--- src/rtl/bcd_calendar_pkg.sv ---
package bcd_calendar_pkg;

    localparam int FIELD_W = 8;
    localparam int SEL_W   = 3;

    typedef logic [FIELD_W-1:0] bcd_byte_t;

    typedef enum logic [SEL_W-1:0] {
        FLD_SEC   = 3'd0,
        FLD_MIN   = 3'd1,
        FLD_HOUR  = 3'd2,
        FLD_DOW   = 3'd3,
        FLD_DATE  = 3'd4,
        FLD_MONTH = 3'd5,
        FLD_YEAR  = 3'd6,
        FLD_NONE  = 3'd7
    } field_sel_e;

    typedef struct packed {
        bcd_byte_t sec;
        bcd_byte_t min;
        bcd_byte_t hour;
        bcd_byte_t dow;
        bcd_byte_t date;
        bcd_byte_t month;
        bcd_byte_t year;
    } cal_state_t;

    localparam cal_state_t CAL_RESET = '{
        sec: 8'h00, min: 8'h00, hour: 8'h00, dow: 8'h01,
        date: 8'h01, month: 8'h01, year: 8'h00
    };

    localparam int HOUR_MODE_BIT = 6;
    localparam int HOUR_PM_BIT   = 5;
    localparam int CENTURY_BIT   = 7;

    // Add one to a two-digit BCD value without range wrap.
    function automatic bcd_byte_t bcd_inc(input bcd_byte_t v);
        if (v[3:0] == 4'd9)
            return {v[7:4] + 4'd1, 4'd0};
        return {v[7:4], v[3:0] + 4'd1};
    endfunction

    // True when the BCD year is a multiple of four.
    function automatic logic bcd_leap(input bcd_byte_t y);
        logic [7:0] bin;
        bin = 8'(y[7:4]) * 8'd10 + 8'(y[3:0]);
        return bin[1:0] == 2'b00;
    endfunction

    // Last day of a BCD month, given the BCD year.
    function automatic bcd_byte_t month_last_day(input logic [4:0] m, input bcd_byte_t y);
        case (m)
            5'h02:                      return bcd_leap(y) ? 8'h29 : 8'h28;
            5'h04, 5'h06, 5'h09, 5'h11: return 8'h30;
            default:                    return 8'h31;
        endcase
    endfunction

endpackage

--- src/rtl/cal_time_step.sv ---
module cal_time_step
    import bcd_calendar_pkg::*;
(
    input  bcd_byte_t sec_i,
    input  bcd_byte_t min_i,
    input  bcd_byte_t hour_i,
    output bcd_byte_t sec_n,
    output bcd_byte_t min_n,
    output bcd_byte_t hour_n,
    output logic      day_step
);
    logic      sec_wrap;
    logic      min_wrap;
    logic      mode12;
    logic      pm;
    logic [4:0] h12;
    bcd_byte_t hour_adv;
    logic      hour_wrap;

    assign sec_wrap = (sec_i == 8'h59);
    assign min_wrap = (min_i == 8'h59);
    assign mode12   = hour_i[HOUR_MODE_BIT];
    assign pm       = hour_i[HOUR_PM_BIT];
    assign h12      = hour_i[4:0];

    always_comb begin
        hour_adv  = hour_i;
        hour_wrap = 1'b0;
        if (mode12) begin
            if (h12 == 5'h12) begin
                hour_adv = {2'b01, pm, 5'h01};
            end else if (h12 == 5'h11) begin
                hour_adv  = {2'b01, ~pm, 5'h12};
                hour_wrap = pm;
            end else begin
                hour_adv = {2'b01, pm, 5'(bcd_inc({3'b000, h12}))};
            end
        end else begin
            if (hour_i[5:0] == 6'h23) begin
                hour_adv  = 8'h00;
                hour_wrap = 1'b1;
            end else begin
                hour_adv = {2'b00, 6'(bcd_inc({2'b00, hour_i[5:0]}))};
            end
        end
    end

    assign sec_n    = sec_wrap ? 8'h00 : bcd_inc(sec_i);
    assign min_n    = sec_wrap ? (min_wrap ? 8'h00 : bcd_inc(min_i)) : min_i;
    assign hour_n   = (sec_wrap && min_wrap) ? hour_adv : hour_i;
    assign day_step = sec_wrap && min_wrap && hour_wrap;

endmodule

--- src/rtl/cal_date_step.sv ---
module cal_date_step
    import bcd_calendar_pkg::*;
(
    input  logic      day_step,
    input  bcd_byte_t dow_i,
    input  bcd_byte_t date_i,
    input  bcd_byte_t month_i,
    input  bcd_byte_t year_i,
    output bcd_byte_t dow_n,
    output bcd_byte_t date_n,
    output bcd_byte_t month_n,
    output bcd_byte_t year_n
);
    logic       month_end;
    logic       year_end;
    logic       century;
    logic [4:0] mon;

    assign mon       = month_i[4:0];
    assign century   = month_i[CENTURY_BIT];
    assign month_end = (date_i == month_last_day(mon, year_i));
    assign year_end  = month_end && (mon == 5'h12);

    always_comb begin
        dow_n   = dow_i;
        date_n  = date_i;
        month_n = month_i;
        year_n  = year_i;
        if (day_step) begin
            dow_n  = (dow_i == 8'h07) ? 8'h01 : dow_i + 8'd1;
            date_n = month_end ? 8'h01 : bcd_inc(date_i);
            if (year_end) begin
                if (year_i == 8'h99) begin
                    year_n  = 8'h00;
                    month_n = {~century, 2'b00, 5'h01};
                end else begin
                    year_n  = bcd_inc(year_i);
                    month_n = {century, 2'b00, 5'h01};
                end
            end else if (month_end) begin
                month_n = {century, 2'b00, 5'(bcd_inc({3'b000, mon}))};
            end
        end
    end

endmodule

--- src/rtl/bcd_calendar.sv ---
module bcd_calendar
    import bcd_calendar_pkg::*;
(
    input  logic                clk,
    input  logic                rst,
    input  logic                tick,
    input  logic                wr_en,
    input  logic [SEL_W-1:0]    wr_sel,
    input  logic [FIELD_W-1:0]  wr_data,
    output logic [FIELD_W-1:0]  sec_o,
    output logic [FIELD_W-1:0]  min_o,
    output logic [FIELD_W-1:0]  hour_o,
    output logic [FIELD_W-1:0]  dow_o,
    output logic [FIELD_W-1:0]  date_o,
    output logic [FIELD_W-1:0]  month_o,
    output logic [FIELD_W-1:0]  year_o
);
    cal_state_t cal_q;
    cal_state_t cal_adv;
    logic       day_step;

    cal_time_step u_time (
        .sec_i    (cal_q.sec),
        .min_i    (cal_q.min),
        .hour_i   (cal_q.hour),
        .sec_n    (cal_adv.sec),
        .min_n    (cal_adv.min),
        .hour_n   (cal_adv.hour),
        .day_step (day_step)
    );

    cal_date_step u_date (
        .day_step (day_step),
        .dow_i    (cal_q.dow),
        .date_i   (cal_q.date),
        .month_i  (cal_q.month),
        .year_i   (cal_q.year),
        .dow_n    (cal_adv.dow),
        .date_n   (cal_adv.date),
        .month_n  (cal_adv.month),
        .year_n   (cal_adv.year)
    );

    always_ff @(posedge clk) begin
        if (rst) begin
            cal_q <= CAL_RESET;
        end else if (wr_en) begin
            case (field_sel_e'(wr_sel))
                FLD_SEC:   cal_q.sec   <= wr_data;
                FLD_MIN:   cal_q.min   <= wr_data;
                FLD_HOUR:  cal_q.hour  <= wr_data;
                FLD_DOW:   cal_q.dow   <= wr_data;
                FLD_DATE:  cal_q.date  <= wr_data;
                FLD_MONTH: cal_q.month <= wr_data;
                FLD_YEAR:  cal_q.year  <= wr_data;
                default:   ;
            endcase
        end else if (tick) begin
            cal_q <= cal_adv;
        end
    end

    assign sec_o   = cal_q.sec;
    assign min_o   = cal_q.min;
    assign hour_o  = cal_q.hour;
    assign dow_o   = cal_q.dow;
    assign date_o  = cal_q.date;
    assign month_o = cal_q.month;
    assign year_o  = cal_q.year;

    assert_reset_values_R1: assert property (@(posedge clk)
        $past(rst) && !rst |-> (sec_o == 8'h00 && min_o == 8'h00 && hour_o == 8'h00 &&
                                dow_o == 8'h01 && date_o == 8'h01 && month_o == 8'h01 && year_o == 8'h00));

    assert_minute_holds_R2: assert property (@(posedge clk) disable iff (rst)
        tick && !wr_en && sec_o != 8'h59 |=> $stable(min_o) && $stable(hour_o));

    assert_dow_wraps_R5: assert property (@(posedge clk) disable iff (rst)
        tick && !wr_en && day_step && dow_o == 8'h07 |=> dow_o == 8'h01);

    assert_century_toggle_R7: assert property (@(posedge clk) disable iff (rst)
        tick && !wr_en && day_step && month_o[4:0] == 5'h12 && date_o == 8'h31 && year_o == 8'h99
        |=> year_o == 8'h00 && month_o[CENTURY_BIT] != $past(month_o[CENTURY_BIT]));

    assert_write_no_carry_R8: assert property (@(posedge clk) disable iff (rst)
        wr_en && wr_sel == 3'd0 |=> $stable(min_o) && $stable(hour_o) && $stable(date_o));

    assert_idle_hold_R9: assert property (@(posedge clk) disable iff (rst)
        !tick && !wr_en |=> $stable(sec_o) && $stable(min_o) && $stable(hour_o) &&
                            $stable(dow_o) && $stable(date_o) && $stable(month_o) && $stable(year_o));

endmodule

--- config.mk ---
export PLATFORM = sky130hd
export DESIGN_NAME = bcd_calendar
export DESIGN_NICKNAME = d
export VERILOG_FILES = /design/src/rtl/bcd_calendar_pkg.sv /design/src/rtl/cal_time_step.sv /design/src/rtl/cal_date_step.sv /design/src/rtl/bcd_calendar.sv
export SDC_FILE = /design/constraint.sdc
export NUM_CORES = 1
export LEC_CHECK = 0
export BUFFER_PORTS_ARGS = -buffer_cell sky130_fd_sc_hd__buf_4
export CAP_MARGIN = 30
export CORE_MARGIN = 5
export CORE_UTILIZATION = 35
export DETAILED_ROUTE_END_ITERATION = 8
export GPL_TIMING_DRIVEN = 0
export PLACE_DENSITY = 0.54
export SYNTH_ARGS = -nofsm -noshare
export SYNTH_HDL_FRONTEND = slang
export SYNTH_SLANG_ARGS = --single-unit
--- constraint.sdc ---
create_clock -name clk -period 5.65 [get_ports clk]
set_input_delay 0.565 -clock clk [delete_from_list [all_inputs] [get_ports clk]]
set_output_delay 0.565 -clock clk [all_outputs]
set_load 0.05 [all_outputs]
==> metrics.txt, run 1 <==
commonest cells after routing, fill and taps aside 68 x buf_4, 57 x nor2_1, 56 x o21ai_0, 56 x dfxtp_1, 39 x nand2_1; min cycle time layout 2.94 ns; layout cells sized above 1 17.0%; core footprint 9820 um2; hold-fix buffer count after cts 0; clk_lat worst skew 0.32 ns; status finished, final reports clean; synthesized area 3550 um2; total power 934 uW; top post-synthesis cells by area dfxtp_1 32%, o21ai_0 7.9%, nor2_1 6.0%; post-route antenna net violation count 0; CTS tree done; clock-pin slew on the worst setup and hold paths 0.11 ns; fmax 340 MHz; drc violations 0; wire per inst 18.2 um; row count 36; Synth async-reset ratio 0%; Setup WS pre-CTS 2.63 ns; final HPWL from detailed placement 8790 um; worst slew pin tran 0.720 ns; Syn Area/Cell 7.63 um2; setup TNS 0 ns; Num CTS Buffers 5; largest fanout on the critical path 9; origin of the critical flop-to-flop path hour_o[0]; I/O Buffers 68; worst setup path start hour_o[0]; worst-case clock skew 0.0108 ns; post-CTS sizing 0; largest net degree at the start of global routing 18; via density per instance 5.61; final setup margin 2.71 ns; Leak 1.80 nW; Synth cell types 60; commonest non-fill, non-tap cell in the layout buf_4; die width 111 um; GP Congestion 0.887; synth warn 0; clock buffer depth 2; first-pass GRT wire length 19200 um; Tcrit/Tclk final 52.1%; Layout area overhead 23.5%; Final Setup Violations 0; gr usage total 19.3%; fin. max-slew vios 0; Util after Layout 44.7%; top_reg_cell synth dfxtp_1; starting DRC count in detailed routing 287; Setup CP Type reg2reg; vias in the first global route 3545; Max IR drop VDD 0.0000996 V; crit start category flop; syn nets 495; Synth Instances 465; die area 12300 um2; I/O pin total 71; fin nets 570; Critical Path RT 5.85 ns; post-CTS setup buffer count 0; Hold Fails Final Rpt 0; Total Wirelength 12300 um; register area share after synthesis 31.6%; htree depth 2; CTS Sinks 56; number of synthesized flops with an enable pin 0; Max-Cap Viols 0; Die Y 111 um; n_diodes 0; worst hold path class in2reg; total grt overflow 0; top-area cell type share of the netlist area 31.6%; PwrDens 213 nW/um2; flops & latches, synth 56; initial antenna violation count 0; unrepaired setup endpoints after global routing no; Starting Density 36.1%; CTS root buf clkbuf_8; Max-Slew Margin vs Limit 52.0%; critical path arrival 3.14 ns; drt pass-1 iters 5; crit end category flop; HP Start wr_data[6]; Synth area leader dfxtp_1; DR vias 3784
-- layout make-up --
type | instances | area [um2]
Fill cell | 1049 | 5430
Timing Repair Buffer | 68 | 510
Tap cell | 133 | 166
Inverter | 18 | 67.6
Clock buffer | 5 | 68.8
Clock inverter | 3 | 90.1
Buffer | 20 | 87.6
Sequential cell | 56 | 1120
Multi-Input combinational cell | 371 | 2270
-- Yosys cell counts (5+ instances only) --
cell type and count:
ha_1 15, nand3_1 13, nand2b_1 12, a21o_1 8
and3_1 7, dfxtp_1 56, nand2_1 39, nand3b_1 8
clkbuf_1 14, o31ai_1 8, o211ai_1 7, inv_1 17
a21oi_1 36, nor3b_1 7, nor2_1 57, o21ai_0 56
mux2i_1 6, nor2b_1 9, and3b_1 6, a211oi_1 5
nor3_1 7, a22oi_1 8
-- critical path, stage by stage (launching register included) --
cell	delay (ns)
dfxtp_1	0.35
buf_2	0.18
nor2b_1	0.28
a41oi_1	0.17
or4b_2	0.67
clkbuf_1	0.24
and2_0	0.29
a21oi_1	0.35
o311a_1	0.23
nor3_1	0.04
-- cells by family (layout without fill, tap and decap cells) --
| logic type | after synthesis | in the layout | synth area share, % |
|---|---|---|---|
| mux | 6 | 6 | 1.69 |
| compound gates | 162 | 162 | 29.1 |
| flops | 56 | 56 | 31.6 |
| xor+xnor | 3 | 3 | 0.740 |
| buf+inv | 38 | 114 | 4.37 |
| fa+ha+maj | 15 | 15 | 5.29 |
| simple gates | 185 | 185 | 27.2 |
-- worst paths after layout --
path                 to  slack, ns  cells past startpoint
max           date_o[7]       2.71                      9
max reg2reg   date_o[7]       2.71                      9
min           hour_o[6]       0.48                      3
min reg2reg  month_o[5]       0.51                      2
-- per-layer routing --
| metal | vias to the layer above | GRT usage, % | part of all wire (%) |
|---|---|---|---|
| met4 | 0 | 4.84 | 1.5 |
| met1 | 1782 | 27.3 | 47 |
| met2 | 139 | 30.5 | 45 |
| li1 | 1850 | - | - |
| met3 | 13 | 3.00 | 6.2 |
| met5 | - | 0 | 0 |
-- flip-flops by register name, indices dropped and copies added (netlist names) --
name	flops
min_o	8
month_o	8
year_o	8
date_o	8
sec_o	8
hour_o	8
dow_o	8
-- power breakdown --
| part | switching, mW | internal (mW) | total, mW |
|---|---|---|---|
| Clock | 0.150 | 0.222 | 0.372 |
| Combinational | 0.101 | 0.0442 | 0.145 |
| Sequential | 0.0135 | 0.404 | 0.417 |
-- per-stage QoR --
| step | hold slack [ns] | area (um2) | std cells |
|---|---|---|---|
| 4_1_cts | 0.479 | 4390 | 674 |
| 2_1_floorplan | 0.699 | 3550 | 465 |
| 5_1_grt | 0.510 | 4390 | 674 |
| 3_3_place_gp | 0.475 | 4230 | 666 |
| 6_report | 0.481 | 4390 | 674 |
| 3_5_place_dp | 0.482 | 4230 | 666 |
Note: power is estimated with default switching activity, not from simulation.
==> run 2: changes to the inputs <==
- ABC_AREA: not set -> 1
- PLACE_DENSITY: 0.54 -> 0.56
- clock period: 5.65 -> 2.4 ns (I/O delays scaled with it)
==> run 2 against run 1 <==
Sequential share of layout area is 0.60 points lower. Worst setup slack worse by 2.4 ns. Fmax is 42% higher.
==> metrics.txt, run 2 <==
GP Congestion 0.903 (+1.7%); unrepaired setup endpoints after global routing no; crit start category flop; PwrDens 471 nW/um2 (+120%); worst slew pin tran 0.692 ns (-0.0281 ns); Syn Area/Cell 6.75 um2 (-12%); Total Wirelength 11500 um (-6.7%); I/O Buffers 68 (unchanged); Logic pwr share 24.0% (+8.4 points); Synth async-reset ratio 0% (unchanged); critical path arrival 2.29 ns (-0.85 ns); post-synthesis adder-cell area fraction 5.05% (-0.23 points); Psw 758 uW (+190%); Max-Cap Viols 0 (unchanged); post-synthesis compound-gate area fraction 17.6% (-12 points); synthesized area 3710 um2 (+4.6%); synth warn 0 (unchanged); Post-Synth Simple-Gate Area 33.1% (+5.8 points); top_reg_cell synth dfxtp_1; Max IR drop VDD 0.000284 V (+190%); syn nets 580 (+17%); initial antenna violation count 0 (unchanged); Max-Slew Margin vs Limit 53.9% (+1.9 points); layout cells sized above 1 19.3% (+2.3 points); hold-fix buffer count after cts 0 (unchanged); Sequential Power Share 48.3% (+3.6 points); worst-case clock skew 0.00715 ns (-0.00364 ns); crit end category flop; largest net degree at the start of global routing 18 (unchanged); Die Y 113 um (+2.1%); commonest non-fill, non-tap cell in the layout nand2_1; setup TNS 0 ns (unchanged); Synth cell types 40 (-33%); register area 1120 um2 (unchanged); worst hold path class in2reg; die area 12800 um2 (+4.2%); Synth Area in XOR/XNOR 4.25% (+3.5 points); Num CTS Buffers 5 (unchanged); total grt overflow 0 (unchanged); Fillers 1089 (+3.8%); Tcrit/Tclk final 86.3% (+34 points); wire per inst 15.0 um (-18%); final setup margin 0.330 ns (-2.38 ns); post-CTS setup buffer count 0 (unchanged); post-CTS sizing 0 (unchanged); clock-pin slew on the worst setup and hold paths 0.11 ns (about the same); clk_lat worst skew 0.32 ns (about the same); post-route antenna net violation count 0 (unchanged); flops & latches, synth 56 (unchanged); Int Power 1.36 mW (+100%); Synth Instances 550 (+18%); CTS tree done; Switching Share 35.9% (+7.5 points); Starting Density 36.0% (-0.18 points); drt pass-1 iters 4 (-1); Leak 2.04 nW (+13%); CTS root buf clkbuf_8; htree depth 2 (unchanged); main combinational cell family by area after synthesis simple AND/OR/NAND/NOR gates; top-area cell type share of the netlist area 30.2% (-1.4 points); I/O pin total 71 (unchanged); drc violations 0 (unchanged); Critical Path RT 2.62 ns (-3.23 ns); gr usage total 18.0% (-1.3 points); fin nets 655 (+15%); largest fanout on the critical path 7 (-2); post-synthesis mux area share 0% (-1.7 points); vias in the first global route 3665 (+3.4%); row count 37 (+2.8%); via density per instance 5.03 (-10%); number of synthesized flops with an enable pin 0 (unchanged); CP Buf/Inv Count 3 (+1); Final Setup Violations 0 (unchanged); most frequent cell after synthesis nand2_1; status finished, final reports clean; clock buffer depth 2 (unchanged); slowest cell delay on critical path 0.45 ns (-0.22 ns); fmax 483 MHz (+42%); Setup CP Type reg2reg; Hold Fails Final Rpt 0 (unchanged); Setup WS pre-CTS 0.342 ns (-2.29 ns); critical path's slowest cell dfxtp_1; Synth area leader dfxtp_1; final HPWL from detailed placement 8540 um (-2.8%); min cycle time layout 2.07 ns (-0.874 ns); DR vias 3832 (+1.3%); register area share after synthesis 30.2% (-1.4 points); starting DRC count in detailed routing 213 (-26%); die width 113 um (+2.1%); total power 2.11 mW (+130%); synth cell count leaders 97 x nand2_1, 71 x inv_1, 67 x nor2_1, 56 x dfxtp_1, 51 x o21ai_0; n_diodes 0 (unchanged); CP delay by family, top simple AND/OR/NAND/NOR gates; Clk pwr share 27.7% (-12 points); fin. max-slew vios 0 (unchanged); first-pass GRT wire length 18600 um (-3.4%); top post-synthesis cells by area dfxtp_1 30%, nand2_1 9.8%, inv_1 7.2%; worst-path cell chain ha_1 -> nand2_1 -> nor2_2 -> inv_2 -> nor2_4 -> inv_1 -> nor2_1 -> nand3_1 -> nand2_2 -> o21ai_1 -> inv_2 -> nand2_1 -> o21a_1; core footprint 10300 um2 (+5.1%); CTS Sinks 56 (unchanged); commonest cells after routing, fill and taps aside 97 x nand2_1, 71 x inv_1, 70 x buf_4; Layout area overhead 20.9%; area occupied by multi-input gates 2230 um2 (-2.1%)
-- run 2: cell count changes after synthesis, moves of 8 or more --
| cell | previous run | this run |
|---|---|---|
| nand2b_1 | 12 | 0 |
| nor2_1 | 57 | 67 |
| a31oi_1 | 3 | 12 |
| xor2_1 | 3 | 14 |
| a22oi_1 | 8 | 0 |
| a21o_1 | 8 | 0 |
| clkbuf_1 | 14 | 5 |
| nor2b_1 | 9 | 0 |
| nand2_1 | 39 | 97 |
| inv_1 | 17 | 71 |
| nand3_1 | 13 | 41 |
-- run 2: per-layer routing --
layer	track usage, %	share of wire (%)
met1	24.6	48
met4	4.49	0.81
met2	30.1	47
met3	2.09	4.1
met5	0	0
-- run 2: worst paths after layout --
check               end  cells past startpoint  slack (ns)       start
max reg2reg   date_o[1]                     13        0.33    sec_o[0]
max           date_o[1]                     13        0.33    sec_o[0]
min reg2reg  month_o[6]                      2        0.48  month_o[6]
min           hour_o[6]                      3        0.24  wr_data[6]
-- run 2: final cells by class --
| type | instances | area share, % |
|---|---|---|
| clock buffer | 6 | 1.84 |
| clock inverter | 2 | 0.306 |
| tap | 136 | 3.79 |
| timing repair buffer | 68 | 11.4 |
| sequential | 56 | 25.0 |
| inverter | 77 | 6.55 |
| multi-input combinational | 404 | 49.6 |
| buffer | 13 | 1.62 |
-- run 2: cells by family after synthesis --
logic type | after synthesis
AO/OA/AOI/OAI | 118
XOR/XNOR | 18
adder cells (fa/ha/maj) | 15
buffers and inverters | 90
flip-flops | 56
AND/OR/NAND/NOR | 253
-- run 2: power by group through the flow --
stage	Sequential (mW)	Combinational (mW)	Clock [mW]
after floorplan	1.16	0.226	0
after global placement	1.04	0.503	0
after detailed placement	1.04	0.506	0
after CTS	1.02	0.508	0.597
after global routing	1.03	0.553	0.630
final	1.02	0.507	0.587
-- run 2: per-stage QoR --
step / utilization (%) / instance area, um2 / instances / hold WS, ns
after floorplan: - / 3710 / 550 / 0.416
final: 43.5 / 4490 / 762 / 0.236
after global placement: 42.6 / 4390 / 754 / 0.461
after global routing: 43.5 / 4490 / 762 / 0.232
after CTS: 43.5 / 4490 / 762 / 0.223
after detailed placement: 42.6 / 4390 / 754 / 0.465
-- run 2: worst min-delay path: cells and delay by family --
kind | cells | cell delay, ns
and+or+nand+nor | 1 | 0.10
buffers and inverters | 1 | 0.12
AOI/OAI and AO/OA | 1 | 0.05
==> run 3: changes to the inputs <==
- RECOVER_POWER: not set -> 25
==> run 3 against run 2 <==
Sequential power is essentially flat. First-iteration DRC count shrank 8.9%. Wire length is essentially flat. Highest routed layer unchanged. Critical endpoint unchanged.
==> metrics.txt, run 3 (synthesis gave the netlist of run 2 again) <==
slowest cell delay on critical path 0.45 ns (about the same); HP Start wr_data[6]; Placed Area 4390 um2 (unchanged); die area 12800 um2 (unchanged); hold path depth 3 (unchanged); Final Setup Violations 0 (unchanged); hold-fix buffer count after cts 0 (unchanged); I/O pin total 71 (unchanged); unrepaired setup endpoints after global routing no; reg2reg setup slack 0.33 ns (about the same); Max-Cap Viols 0 (unchanged); critical path arrival 2.29 ns (about the same); status finished, final reports clean; CP delay by family, top simple AND/OR/NAND/NOR gates; Layout area overhead 18.2%; final cell area excluding filler cells 4390 um2 (-2.3%); first-pass GRT wire length 18600 um (unchanged); core footprint 10300 um2 (unchanged); n_diodes 0 (unchanged); fin. max-slew vios 0 (unchanged); drc violations 0 (unchanged); CTS tree done; wire per inst 15.0 um (about the same); worst-path cell chain ha_1 -> nand2_1 -> nor2_2 -> inv_2 -> nor2_4 -> inv_1 -> nor2_1 -> nand3_1 -> nand2_2 -> o21ai_1 -> inv_2 -> nand2_1 -> o21a_1; GP Congestion 0.903 (unchanged); clock-pin slew on the worst setup and hold paths 0.11 ns (about the same); htree depth 2 (unchanged); min cycle time layout 2.07 ns (-0.00198 ns); Fillers 1118 (+2.7%); CTS root buf clkbuf_8; PwrDens 478 nW/um2 (+1.5%); r2r worst-path depth 13 (unchanged); register area 1120 um2 (unchanged); via density per instance 5.07 (+0.78%); clock buffer depth 2 (unchanged); die width 113 um (unchanged); Util after Layout 42.5% (-0.98 points); CP Buf/Inv Count 3 (unchanged); largest fanout on the critical path 7 (unchanged); crit start category flop; Hold Fails Final Rpt 0 (unchanged); Leak 1.93 nW (-5.5%); origin of the critical flop-to-flop path sec_o[0]; starting DRC count in detailed routing 194 (-8.9%); area occupied by multi-input gates 2230 um2 (unchanged); crit end category flop; post-CTS setup buffer count 0 (unchanged); fin nets 655 (unchanged); Max-Slew Margin vs Limit 53.9% (about the same); setup TNS 0 ns (unchanged); placed cell count 754 (unchanged); Num CTS Buffers 5 (unchanged); commonest non-fill, non-tap cell in the layout nand2_1; post-route antenna net violation count 0 (unchanged); Critical Path RT 2.62 ns (about the same); worst-case clock skew 0.00645 ns (-0.000694 ns); initial antenna violation count 0 (unchanged); final hold slack 0.235 ns (-0.000922 ns); Max IR drop VDD 0.000284 V (about the same); fmax 484 MHz (about the same); post-CTS sizing 0 (unchanged); Total Wirelength 11500 um (about the same); final HPWL from detailed placement 8540 um (unchanged); gr usage total 18.0% (unchanged); drt pass-1 iters 6 (+2); CTS Sinks 56 (unchanged); Setup CP Type reg2reg; commonest cells after routing, fill and taps aside 97 x nand2_1, 71 x inv_1, 67 x nor2_1; critical path's slowest cell dfxtp_1; Tcrit/Tclk final 86.2% (about the same); largest net degree at the start of global routing 18 (unchanged); Die Y 113 um (unchanged); fin cells 762 (unchanged); total grt overflow 0 (unchanged); worst slew pin tran 0.691 ns (-0.000283 ns); layout cells sized above 1 15.0% (-4.3 points); clk_lat worst skew 0.32 ns (about the same); Hold Path Sink hour_o[6]; final setup margin 0.332 ns (+0.00198 ns); I/O Buffers 68 (unchanged); Setup WS pre-CTS 0.342 ns (unchanged); worst hold path class in2reg; DR vias 3862 (+0.78%); Reg-to-Reg End date_o[1]; row count 37 (unchanged); vias in the first global route 3665 (unchanged); total power 2.10 mW (-0.83%); Starting Density 36.0% (unchanged)
-- run 3: worst max path at each step --
stage,cells after the start,start,endpoint
detailed placement,13,sec_o[0],date_o[1]
CTS,13,sec_o[0],date_o[1]
global route,13,sec_o[0],date_o[1]
finish,13,sec_o[0],date_o[1]
floorplan,14,sec_o[0],month_o[1]
global placement,13,sec_o[0],date_o[1]
-- run 3: report_power, final --
part	internal [mW]	switching (mW)
clock	0.238	0.348
combinational	0.136	0.355
sequential	0.967	0.0530
-- run 3: worst reg2reg max path, stage by stage, from the launching register on --
cell and delay, ns:
dfxtp_1 0.45, ha_1 0.18, nand2_1 0.06, nor2_2 0.14, inv_2 0.06, nor2_4 0.09
inv_1 0.04, nor2_1 0.08, nand3_1 0.12, nand2_2 0.12, o21ai_1 0.18, inv_2 0.20
nand2_1 0.07, o21a_1 0.19
-- run 3: area by class of cell --
| cell class | instances | share of cell area, % |
|---|---|---|
| Timing Repair Buffer | 68 | 9.32 |
| Tap cell | 136 | 3.88 |
| Inverter | 77 | 6.70 |
| Clock inverter | 2 | 0.314 |
| Multi-Input combinational cell | 404 | 50.7 |
| Sequential cell | 56 | 25.5 |
| Buffer | 13 | 1.65 |
| Clock buffer | 6 | 1.88 |
-- run 3: per-layer routing --
layer	up-vias	wire [um]	global-route usage [%]
li1	1963	-	-
met1	1803	5400	24.6
met2	89	5420	30.1
met3	7	507	2.09
met4	0	127	4.49
met5	-	0	0
